<file path="config.mk">
export PLATFORM = sky130hd
export DESIGN_NAME = hcr_regs
export DESIGN_NICKNAME = d
export VERILOG_FILES = /design/src/rtl/hcr_pkg.sv /design/src/rtl/hcr_holdoff.sv /design/src/rtl/hcr_prm_lookup.sv /design/src/rtl/hcr_rd_port.sv /design/src/rtl/hcr_regs.sv
export SDC_FILE = /design/constraint.sdc
export NUM_CORES = 1
export LEC_CHECK = 0
export BUFFER_PORTS_ARGS = -buffer_cell sky130_fd_sc_hd__buf_2
export CORE_MARGIN = 1.5
export CORE_UTILIZATION = 30
export DETAILED_ROUTE_END_ITERATION = 12
export HOLD_SLACK_MARGIN = 0.06
export PLACE_DENSITY_LB_ADDON = 0.08
export SLEW_MARGIN = 25
export SYNTH_ARGS = -nofsm -noshare
export SYNTH_HDL_FRONTEND = slang
export SYNTH_SLANG_ARGS = --single-unit
export TNS_END_PERCENT = 30
</file>
<file path="constraint.sdc">
create_clock -name clk -period 2.1 [get_ports clk]
set_input_delay 0.21 -clock clk [delete_from_list [all_inputs] [get_ports clk]]
set_output_delay 0.21 -clock clk [all_outputs]
set_load 0.005 [all_outputs]
</file>
<file path="src/rtl/hcr_pkg.sv">
`timescale 1ns/1ps
package hcr_pkg;
  localparam int HCR_DW  = 8;
  localparam int HCR_PCW = 3;

  typedef struct packed {
    logic [2:0] pad;
    logic       irq;
    logic       res_full;
    logic       prm_full;
    logic       cmd_full;
    logic       busy;
  } hcr_status_t;
endpackage

</file>
<file path="src/rtl/hcr_holdoff.sv">
`timescale 1ns/1ps
module hcr_holdoff #(
  parameter int HOLD_CYCLES = 150000
) (
  input  logic clk,
  input  logic rst,
  output logic ready
);
  localparam int CNT_W = $clog2(HOLD_CYCLES + 1);
  localparam logic [CNT_W-1:0] LIMIT = CNT_W'(HOLD_CYCLES);

  logic [CNT_W-1:0] cnt;

  always_ff @(posedge clk) begin
    if (rst) cnt <= '0;
    else if (cnt != LIMIT) cnt <= cnt + 1'b1;
  end

  assign ready = (cnt == LIMIT);
endmodule

</file>
<file path="src/rtl/hcr_prm_lookup.sv">
`timescale 1ns/1ps
module hcr_prm_lookup
  import hcr_pkg::*;
(
  input  logic [1:0]         code_lo,
  input  logic               mode_long,
  output logic [HCR_PCW-1:0] need
);
  always_comb begin
    unique case (code_lo)
      2'b01:   need = HCR_PCW'(1);
      2'b10:   need = HCR_PCW'(2);
      default: need = mode_long ? HCR_PCW'(4) : HCR_PCW'(3);
    endcase
  end
endmodule

</file>
<file path="src/rtl/hcr_rd_port.sv">
`timescale 1ns/1ps
module hcr_rd_port
  import hcr_pkg::*;
(
  input  logic              clk,
  input  logic              rst,
  input  logic              rd_en,
  input  logic              addr,
  input  logic [HCR_DW-1:0] status,
  input  logic [HCR_DW-1:0] result,
  output logic [HCR_DW-1:0] rdata
);
  always_ff @(posedge clk) begin
    if (rst) rdata <= '0;
    else if (rd_en) rdata <= addr ? result : status;
  end
endmodule

</file>
<file path="src/rtl/hcr_regs.sv">
`timescale 1ns/1ps
module hcr_regs
  import hcr_pkg::*;
#(
  parameter int          HOLD_CYCLES = 150000,
  parameter logic [7:0]  SEEK_CODE   = 8'h0C
) (
  input  logic              clk,
  input  logic              rst,
  input  logic              host_sel,
  input  logic              host_addr,
  input  logic              host_rd,
  input  logic              host_wr,
  input  logic [HCR_DW-1:0] host_wdata,
  output logic [HCR_DW-1:0] host_rdata,
  output logic              host_irq,
  input  logic              mode_long,
  output logic              cmd_ready,
  output logic              cmd_overrun,
  output logic              seq_cmd_full,
  output logic [HCR_DW-1:0] seq_cmd_code,
  input  logic              seq_cmd_take,
  output logic              seq_prm_full,
  output logic [HCR_DW-1:0] seq_prm_data,
  input  logic              seq_prm_take,
  output logic              seq_go,
  input  logic              seq_res_load,
  input  logic [HCR_DW-1:0] seq_res_data
);
  logic [HCR_DW-1:0]  cmd_q, prm_q, res_q;
  logic               cmd_full_q, prm_full_q, res_full_q, irq_q, busy_q;
  logic               pend_q, go_q, ovr_q;
  logic [HCR_PCW-1:0] left_q, need;
  hcr_status_t        st;

  logic wr_cmd, wr_prm, rd_any, rd_res, cmd_accept, cmd_reject, go_now;

  hcr_holdoff #(.HOLD_CYCLES(HOLD_CYCLES)) i_hold (
    .clk(clk), .rst(rst), .ready(cmd_ready)
  );

  hcr_prm_lookup i_lookup (
    .code_lo(host_wdata[1:0]), .mode_long(mode_long), .need(need)
  );

  assign wr_cmd     = host_sel & host_wr & ~host_addr;
  assign wr_prm     = host_sel & host_wr &  host_addr;
  assign rd_any     = host_sel & host_rd;
  assign rd_res     = rd_any & host_addr;
  // Refusal also covers a command still sitting unread after a seek dropped busy.
  assign cmd_accept = wr_cmd & cmd_ready & ~busy_q & ~cmd_full_q;
  assign cmd_reject = wr_cmd & cmd_ready & (busy_q | cmd_full_q);
  assign go_now     = pend_q & ~cmd_full_q & (left_q == '0);

  always_ff @(posedge clk) begin
    if (rst) begin
      cmd_q <= '0; prm_q <= '0; res_q <= '0;
      cmd_full_q <= 1'b0; prm_full_q <= 1'b0; res_full_q <= 1'b0;
      irq_q <= 1'b0; busy_q <= 1'b0; pend_q <= 1'b0; go_q <= 1'b0;
      ovr_q <= 1'b0; left_q <= '0;
    end else begin
      // parameter channel
      if (wr_prm && !prm_full_q) begin
        prm_q      <= host_wdata;
        prm_full_q <= 1'b1;
      end else if (seq_prm_take && prm_full_q) begin
        prm_full_q <= 1'b0;
        if (left_q != '0) left_q <= left_q - 1'b1;
      end
      // command channel
      if (seq_cmd_take && cmd_full_q) cmd_full_q <= 1'b0;
      if (cmd_accept) begin
        cmd_q      <= host_wdata;
        cmd_full_q <= 1'b1;
        busy_q     <= 1'b1;
        pend_q     <= 1'b1;
        left_q     <= need;
      end
      if (cmd_reject) ovr_q <= 1'b1;
      // start of execution
      go_q <= go_now;
      if (go_now) begin
        pend_q <= 1'b0;
        if (cmd_q == SEEK_CODE) busy_q <= 1'b0;
      end
      // result channel, load after read so a load wins
      if (rd_res) begin
        res_full_q <= 1'b0;
        irq_q      <= 1'b0;
        busy_q     <= 1'b0;
      end
      if (seq_res_load) begin
        res_q      <= seq_res_data;
        res_full_q <= 1'b1;
        irq_q      <= 1'b1;
      end
    end
  end

  always_comb begin
    st          = '0;
    st.busy     = busy_q;
    st.cmd_full = cmd_full_q;
    st.prm_full = prm_full_q;
    st.res_full = res_full_q;
    st.irq      = irq_q;
  end

  hcr_rd_port i_rd (
    .clk(clk), .rst(rst), .rd_en(rd_any), .addr(host_addr),
    .status(st), .result(res_q), .rdata(host_rdata)
  );

  assign host_irq     = irq_q;
  assign cmd_overrun  = ovr_q;
  assign seq_cmd_full = cmd_full_q;
  assign seq_cmd_code = cmd_q;
  assign seq_prm_full = prm_full_q;
  assign seq_prm_data = prm_q;
  assign seq_go       = go_q;
endmodule

</file>
# Yosys cells after proc, flatten, opt, wreduce, memory -nomap -nowiden
# Index checks and enable logic that the tools add are counted.
# word_totals
wordCells	66
regBits	60
# classes
n_eq_ne	6
n_mux	16
addsub	2
n_bitwise	15
reduce_logical	14
# ops
operator	n
18-bit by 1-bit adder with 18-bit output, second input constant	1
18-bit == test, second input constant	1
18-bit != test, second input constant	1
3-bit 2-to-1 mux	5
1-bit bitwise AND	11
2-bit nonzero test	5
1-bit 2-to-1 mux	9
8-bit by 4-bit == test with 1-bit output, second input constant	1
8-bit 2-to-1 mux	1
3-bit case mux with 2 select lines	1
2-bit OR reduction	2
1-bit logical AND	3
3-bit logical NOT	1
1-bit inverter	3
3-bit AND reduction	1
3-bit nonzero test	1
3-bit by 1-bit subtractor with 3-bit output, second input constant	1
2-bit by 1-bit == test with 1-bit output, second input constant	1
2-bit == test, second input constant	1
2-bit != test, second input constant	1
1-bit logical NOT	1
1-bit OR	1

# Longest topological paths before layout
# Gate-level depths: netlist (run 1).
# depth
ltp_word	8
mapped_depth	7

# Cells and area by module
# Synthesis (run 1) repeated with hierarchy kept, for this count alone.
# unflattened
cells_unflattened	300
hier_area_um2	2701.3
# by_module_without_submodules
mod	n_inst	area_each_um2	cells_each
hcr_regs	1	1366.3	156
hcr_holdoff	1	902.1	98
hcr_rd_port	1	369.1	36
hcr_prm_lookup	1	63.8	10

# Least setup slack after synthesis (run 1)
# Ideal clock, no wire load.
# synth_timing
path_type	register to register
from	reg i_hold.cnt[0]
to	reg ovr_q (netlist: cmd_overrun)
t_required_ps	1972
setup_time_ps	128
stages_incl_launch_ff	8
arrival_time_ps	1386
period_less_slack_ps	1513
path_slack_ps	587
path_cell_list	dfxtp_1 -> inv_1 -> ha_1 -> and4bb_2 -> and3_1 -> buf_4 -> a31oi_1 -> nor2_1
# synth_via
elab_chain_len	3
# synth_lines
item	line_no	source
start, declared	hcr_holdoff.sv:12	logic [CNT_W-1:0] cnt;
start signal, assigned	hcr_holdoff.sv:16	else if (cnt != LIMIT) cnt <= cnt + 1'b1;
18-bit == test	hcr_holdoff.sv:19	assign ready = (cnt == LIMIT);
1-bit bitwise AND (2 in series)	hcr_regs.sv:52	assign cmd_reject = wr_cmd & cmd_ready & (busy_q | cmd_full_q);
end signal, assigned	hcr_regs.sv:60	ovr_q <= 1'b0; left_q <= '0;
end signal, assigned	hcr_regs.sv:79	if (cmd_reject) ovr_q <= 1'b1;
end, declared	hcr_regs.sv:32	logic pend_q, go_q, ovr_q;
# Every way passes these cells.
# A chain may end at the register's enable or synchronous reset.

# Final worst setup path (run 1)
# layout_timing
from	reg i_hold.cnt[0]
to	out cmd_ready
# layout_via
elab_chain_len	1
# layout_lines
item	line_no	source
18-bit == test	hcr_holdoff.sv:19	
end, declared	hcr_regs.sv:18	output logic cmd_ready,
# Every way passes these cells.

==> impl_metrics.toml, run 1 <==
[die]
placementRows = 34
floorplan.die.width_um = 97.7
die_h_um = 97.7
area_of_the_die_um2 = 9550
fp.coreArea_um2 = 8720
start_util = 0.309
pin_count = 56

[hold_path]
min_delay_worst_endpoint = "res_q[6]$_SDFFE_PP0P_"
holdPathStages = 3
holdCritStartpoint = "seq_res_data[6]"
hold_path_class = "input pin to register"

[outcome]
status = "completed"

[sta]
final.period_utilization = 0.899
finalSetupViolations = 0
worst_slew_pin_slew_ns = 0.598
unrepaired_setup_endpoints_after_global_routing = "no"
timing_hold_violations_final = 0
max_freq_mhz = 530
finalWorstPathRequiredPeriod_ns = 1.89
setup_tns_ns = 0
maxSlewHeadroom = 0.599
final_max_slew_viol_count = 0
worst_clock_skew_ns = 0.00891

[critical_path]
r2r-start = "i_hold.cnt[0]$_SDFFE_PP0P_"
crit_path_end_kind = "output port"
crit_start_category = "register"
crit_chain = "inv_1 -> ha_1 -> and4bb_2 -> nand3_4 -> nor2_1 -> buf_2"
ff2ff_path_depth = 6
critical_path.slowest_cell = "dfxtp_1"
timing.reg2reg.setup_slack_ns = 0.25
timing.critical_path.arrival_ns = 1.68
critPathKind = "register to output port"
crit_buf_inv = 2
timing.rr.end = "left_q[0]$_SDFFE_PP0P_"
worst-path-max-fanout = 15
timing.critical_path.max_delay_family = "simple AND/OR/NAND/NOR gates"
critical_path_required_ns = 1.89
slowest_delay_ns = 0.35

[synth]
syn-num-nets = 341
number_of_synthesized_flops_with_an_enable_pin = 0
ys_async_sr_fraction = 0
synth_ff_type = "dfxtp_1"
postSynthRegisterBits = 60
ys_warn_count = 0
synthesis.instances = 309
ys_seq_area_frac = 0.446
netlist_area_um2 = 2690
ys_types = 41
post_synth.cell_area_avg_um2 = 8.71

[power_and_ir_drop]
share_of_power_burned_in_combinational_logic = 0.063
leakage_uw = 0.00133
power.share.switching = 0.224
peakVddDrop_uv = 361
net-switching-power_uw = 556
share_clk_of_total_power = 0.460
power_frac_seq = 0.477
internal-power_uw = 1930
powerDensity_nw_per_um2 = 756

[clock_network]
cts_resized = 0
tritoncts = "yes"
cts_root_buffer = "clkbuf_8"
post_cts_hold_buffer_count = 0
clock_path_buffers = 2
post_cts_buffers = 0
clk_latency_ns = 0.33
cts_made_buffers = 9
cts_num_sinks = 60
ctsHtreeMaxLevel = 3
clk_pin_slew_ns = 0.07

[route]
antenna_violating_nets_post_route = 0
met1_length_um = 3240
routed_wire_length_on_met2_um = 3100
route.detailed.drc = 0
wl_per_cell_um = 14.2
postRouteWirelength_um = 6770
first_iter_violations = 141
drt_pre_antenna_iters = 4
met3_wirelength_um = 376
routed_via_density = 4.87
vias = 2320
top_metal_used = "met4"

[place]
port-buffer-count = 55
dpl.cell_count = 460
place_hpwl_um = 4790
gp_congestion = 0.751

[run]
drv.max_cap_violation_count = 0

[global_route]
grt_start_max_net_pins = 29
number_of_global_route_vias_before_repair = 2204
track_usage = 0.148
grt_antenna_before_repair = 0
grt.overflow.total = 0
grt_first_pass_wirelength_um = 11100

[cells_and_area]
areaGrowthSynthToFinish_pct = 22.1
final_nets = 395
layout_cells_excl_fill = 476
post_route_cells_drive_above_1_share = 0.231
final_common_cell = "dfxtp_1"
antenna_cells_inserted = 0
mostFrequentLayoutCells = "dfxtp_1 (60), buf_2 (55), nor2_1 (33), a21oi_1 (33), nand2_1 (26)"
-- worst min-delay path, cell delays in order --
cell	delay, ns
buf_2	0.08
mux2i_1	0.06
nor2_1	0.07
-- kinds of logic after synthesis --
family | synth area share
xor gates and xnor gates | 0.0423
muxes | 0.0493
buffers and inverters | 0.0395
DFF | 0.446
AOI/OAI and AO/OA | 0.118
and+or+nand+nor | 0.277
adders and majority gates | 0.0279
-- stage by stage --
stage / hold WS (ns) / worst slack [ns] / area (um2) / total power (uW) / utilization
4_1_cts: 0.0927 / 0.0584 / 3280 / 2530 / 0.376
6_report: 0.112 / 0.213 / 3290 / 2480 / 0.377
3_5_place_dp: 0.443 / 0.297 / 3060 / 1370 / 0.351
2_1_floorplan: 0.346 / 0.587 / 2690 / 1300 / -
3_3_place_gp: 0.439 / 0.366 / 3060 / 1370 / 0.351
5_1_grt: 0.0945 / 0.0583 / 3290 / 2600 / 0.377
-- synth_stat cells, types with 2 or more instances --
cell type,count,area [um2]
and4_1,2,17.5
o21ai_0,15,75.1
mux2i_1,11,110
xnor2_1,5,43.8
mux2_2,2,22.5
nor4b_4,2,47.6
buf_2,4,20.0
nor2b_1,2,12.5
buf_1,2,7.51
a31oi_1,2,12.5
nor3_1,7,35.0
dfxtp_1,60,1200
xor2_1,8,70.1
inv_1,8,30.0
and3_1,4,25.0
a21oi_1,33,165
or3_1,3,18.8
nor4_2,2,25.0
nor4b_1,2,17.5
nor2_1,33,124
clkbuf_1,9,33.8
buf_4,2,15.0
a211oi_1,5,37.5
and2_1,3,18.8
nand2b_1,7,43.8
ha_1,6,75.1
nand2_1,26,97.6
nand4_1,17,106
nand3_1,15,75.1
-- how the worst max path moves through the flow --
| stage | startpoint | endpoint | slack [ns] | cells after the start |
|---|---|---|---|---|
| after floorplan | i_hold.cnt[0]$_SDFFE_PP0P_ | cmd_overrun$_SDFFE_PP0P_ | 0.59 | 7 |
| after global placement | i_hold.cnt[12]$_SDFFE_PP0P_ | left_q[2]$_SDFFE_PP0P_ | 0.37 | 4 |
| after detailed placement | i_hold.cnt[12]$_SDFFE_PP0P_ | left_q[2]$_SDFFE_PP0P_ | 0.30 | 4 |
| after CTS | i_hold.cnt[0]$_SDFFE_PP0P_ | cmd_ready | 0.06 | 6 |
| after global routing | i_hold.cnt[0]$_SDFFE_PP0P_ | cmd_ready | 0.06 | 6 |
| final | i_hold.cnt[0]$_SDFFE_PP0P_ | cmd_ready | 0.21 | 6 |
-- final cells by class --
| type | instances | area [um2] |
|---|---|---|
| tap | 108 | 135 |
| clock inverter | 5 | 75.1 |
| inverter | 8 | 30.0 |
| fill | 913 | 5430 |
| multi-input combinational | 224 | 1390 |
| clock buffer | 11 | 141 |
| sequential | 60 | 1200 |
| timing repair buffer | 60 | 313 |
-- registers in the layout, summed over array words and instances (netlist names) --
signal,flops
busy_q,1
res_q,8
cmd_overrun,1
seq_cmd_full,1
pend_q,1
seq_go,1
seq_prm_full,1
seq_cmd_code,8
host_irq,1
i_hold.cnt,18
i_rd.rdata,8
left_q,3
seq_prm_data,8
-- routing by layer --
| layer | vias up | GRT usage |
|---|---|---|
| li1 | 1199 | - |
| met1 | 1059 | 0.190 |
| met2 | 58 | 0.230 |
| met3 | 4 | 0.0547 |
| met4 | 0 | 0.0473 |
| met5 | - | 0 |
-- power by group through the flow --
stage          Combinational [uW]  Clock (uW)  Sequential [uW]
6_report                      156        1140             1190
5_1_grt                       178        1230             1190
2_1_floorplan                86.8           0             1210
3_3_place_gp                  157           0             1210
4_1_cts                       160        1190             1190
3_5_place_dp                  159           0             1210
Power figures use the tool's default switching activity.
==> run 2, diff against run 1 <==
--- a/config.mk
+++ b/config.mk
@@ -6,13 +6,15 @@
 export NUM_CORES = 1
 export LEC_CHECK = 0
 export BUFFER_PORTS_ARGS = -buffer_cell sky130_fd_sc_hd__buf_2
+export CORE_ASPECT_RATIO = 0.5
 export CORE_MARGIN = 1.5
-export CORE_UTILIZATION = 30
+export CORE_UTILIZATION = 35
 export DETAILED_ROUTE_END_ITERATION = 12
 export HOLD_SLACK_MARGIN = 0.06
 export PLACE_DENSITY_LB_ADDON = 0.08
 export SLEW_MARGIN = 25
 export SYNTH_ARGS = -nofsm -noshare
 export SYNTH_HDL_FRONTEND = slang
+export SYNTH_HIERARCHICAL = 1
 export SYNTH_SLANG_ARGS = --single-unit
 export TNS_END_PERCENT = 30
==> run 2 against run 1 <==
  * Clock skew shrank 0.0061 ns
  * Flip-flop and latch count is the same
  * Highest routed layer unchanged
  * Critical path depth is 2 lower
  * Critical path type unchanged
  * Hold slack better by 0.020 ns
  * Combinational power rose by 9.6%
  * Die area decreased by 13%
  * Global-route usage up 2.1 points
  * Sequential power is essentially flat
  * Clock power up 22%
==> impl_metrics.toml, run 2 <==
[synth]
synth_top_cells_by_count = "dfxtp_1 (60), nor2_1 (37), a21oi_1 (24)"
ys_types = 51
postSynthRegisterBits = 60
post_synth.cell_area_avg_um2 = 9.00
synthesis.instances = 300
synth_most_common_cell = "dfxtp_1"
netlist_area_um2 = 2700
synth_top_area_cell = "dfxtp_1"
synthTopCellsByArea = "dfxtp_1 (44%), mux2i_1 (6.3%), nor2_1 (5.1%)"
ys_async_sr_fraction = 0
number_of_synthesized_flops_with_an_enable_pin = 0
post-synth-top-area-fraction = 0.445
synth_ff_type = "dfxtp_1"
ys_warn_count = 6
ys_seq_area_frac = 0.445

[cells_and_area]
final_common_cell = "dfxtp_1"
post_route_cells_drive_above_1_share = 0.255
mostFrequentLayoutCells = "dfxtp_1 (58), buf_2 (55), nor2_1 (37), a21oi_1 (24), nand2_1 (20)"
antenna_cells_inserted = 0
largest_reg_flops = 18
final_nets = 392
finalInstanceArea_um2 = 3370
areaGrowthSynthToFinish_pct = 24.8
largest_register = "i_hold/cnt"

[power_and_ir_drop]
peakVddDrop_uv = 338
powerDensity_nw_per_um2 = 816
leakage_uw = 0.00142

[critical_path]
timing.critical_path.max_delay_family = "simple AND/OR/NAND/NOR gates"
worst-path-max-fanout = 4
crit_chain = "or4_4 -> nor4_4 -> buf_4 -> buf_2"
crit_buf_inv = 2
crit_path_end_kind = "output port"
timing.critical_path.arrival_ns = 1.85
critical_path.slowest_cell = "or4_4"
crit_start_category = "register"
critPathKind = "register to output port"
slowest_delay_ns = 0.54
critical_path_required_ns = 1.89

[route]
vias = 2278
routed_via_density = 4.95
antenna_violating_nets_post_route = 0
route.detailed.drc = 0
wl_per_cell_um = 13.6
postRouteWirelength_um = 6270
first_iter_violations = 110
drt_pre_antenna_iters = 4

[sta]
timing_hold_violations_final = 0
worst_clock_skew_ns = 0.00284
worst_slew_pin_slew_ns = 0.569
finalWorstPathRequiredPeriod_ns = 2.06
maxSlewHeadroom = 0.621
finalSetupViolations = 0
unrepaired_setup_endpoints_after_global_routing = "yes"
max_freq_mhz = 486
setup_tns_ns = 0
final.period_utilization = 0.981
final_max_slew_viol_count = 0

[die]
die_h_um = 65.1
fp.coreArea_um2 = 7400
pin_count = 56
start_util = 0.365
area_of_the_die_um2 = 8290
placementRows = 22
floorplan.die.width_um = 127

[global_route]
grt_antenna_before_repair = 0
track_usage = 0.168
grt_first_pass_wirelength_um = 10800
number_of_global_route_vias_before_repair = 2280
grt_start_max_net_pins = 44
grt.overflow.total = 0

[outcome]
status = "completed"

[clock_network]
ctsHtreeMaxLevel = 3
tritoncts = "yes"
cts_made_buffers = 9
clock_path_buffers = 2
post_cts_hold_buffer_count = 0
clk_latency_ns = 0.32
clk_pin_slew_ns = 0.05
cts_root_buffer = "clkbuf_16"
cts_num_sinks = 60

[place]
gp_congestion = 0.798
place_hpwl_um = 4580
port-buffer-count = 55
placed_cell_area_um2 = 3070

[run]
drv.max_cap_violation_count = 0

[hold_path]
hold_path_class = "input pin to register"
run 2: final cells by class:
cell class                 count  area, um2
clock buffer                  14        284
clock inverter                 1       5.00
fill                         719       4030
inverter                      13       48.8
multi-input combinational    213       1360
sequential                    60       1200
tap                           96        120
timing repair buffer          63        348
run 2: layer usage:
layer / global-route usage / vias up / share of wire
li1: - / 1160 / -
met1: 0.207 / 1065 / 0.48
met2: 0.277 / 45 / 0.47
met3: 0.0578 / 8 / 0.048
met4: 0.0611 / 0 / 0.011
met5: 0 / - / 0
run 2: cell families after synthesis:
kind of cell | Yosys count | share of synthesized area
DFF | 60 | 0.445
AOI/OAI and AO/OA | 53 | 0.116
xor gates and xnor gates | 10 | 0.0324
other | 1 | 0.00139
adders and majority gates | 6 | 0.0278
and+or+nand+nor | 121 | 0.247
buffers and inverters | 29 | 0.0537
muxes | 20 | 0.0769
run 2: final timing paths:
kind | startpoint | to | slack, ns | cells past startpoint
max | i_hold/cnt[10]$_SDFFE_PP0P_ | cmd_ready | 0.04 | 4
min | seq_res_data[6] | res_q[6]$_SDFFE_PP0P_ | 0.13 | 3
max reg2reg | i_hold/cnt[10]$_SDFFE_PP0P_ | seq_cmd_code[5]$_SDFFE_PP0P_ | 0.11 | 6
min reg2reg | seq_prm_data[0]$_SDFFE_PP0P_ | seq_prm_data[0]$_SDFFE_PP0P_ | 0.45 | 2
run 2: what timing repair did:
action / CTS / global route
setup endpoints to repair: 0 / 6
resized for setup: 0 / 2
buffers inserted: 0 / 2
run 2: worst min-delay path, cell delays in order:
cell and delay, ns:
buf_2 0.08, mux2i_1 0.05, nor2_1 0.07
run 2: metrics by stage:
stage / setup WS (ns) / power [uW] / instances / util / hold slack [ns]
CTS: 0.0100 / 2790 / 458 / 0.453 / 0.124
global placement: 0.226 / 1380 / 443 / 0.414 / 0.440
detailed placement: 0.148 / 1390 / 443 / 0.414 / 0.447
floorplan: 0.171 / 1320 / 302 / - / 0.346
global route: -0.00901 / 2880 / 460 / 0.455 / 0.130
finish: 0.0404 / 2750 / 460 / 0.455 / 0.132
run 2: power by group:
group	leakage [uW]	switching, uW	total [uW]	internal [uW]
Sequential	0.000489	21.9	1190	1170
Clock	0.000145	469	1390	917
Combinational	0.000787	93.6	171	77.3
Total	0.00142	585	2750	2170
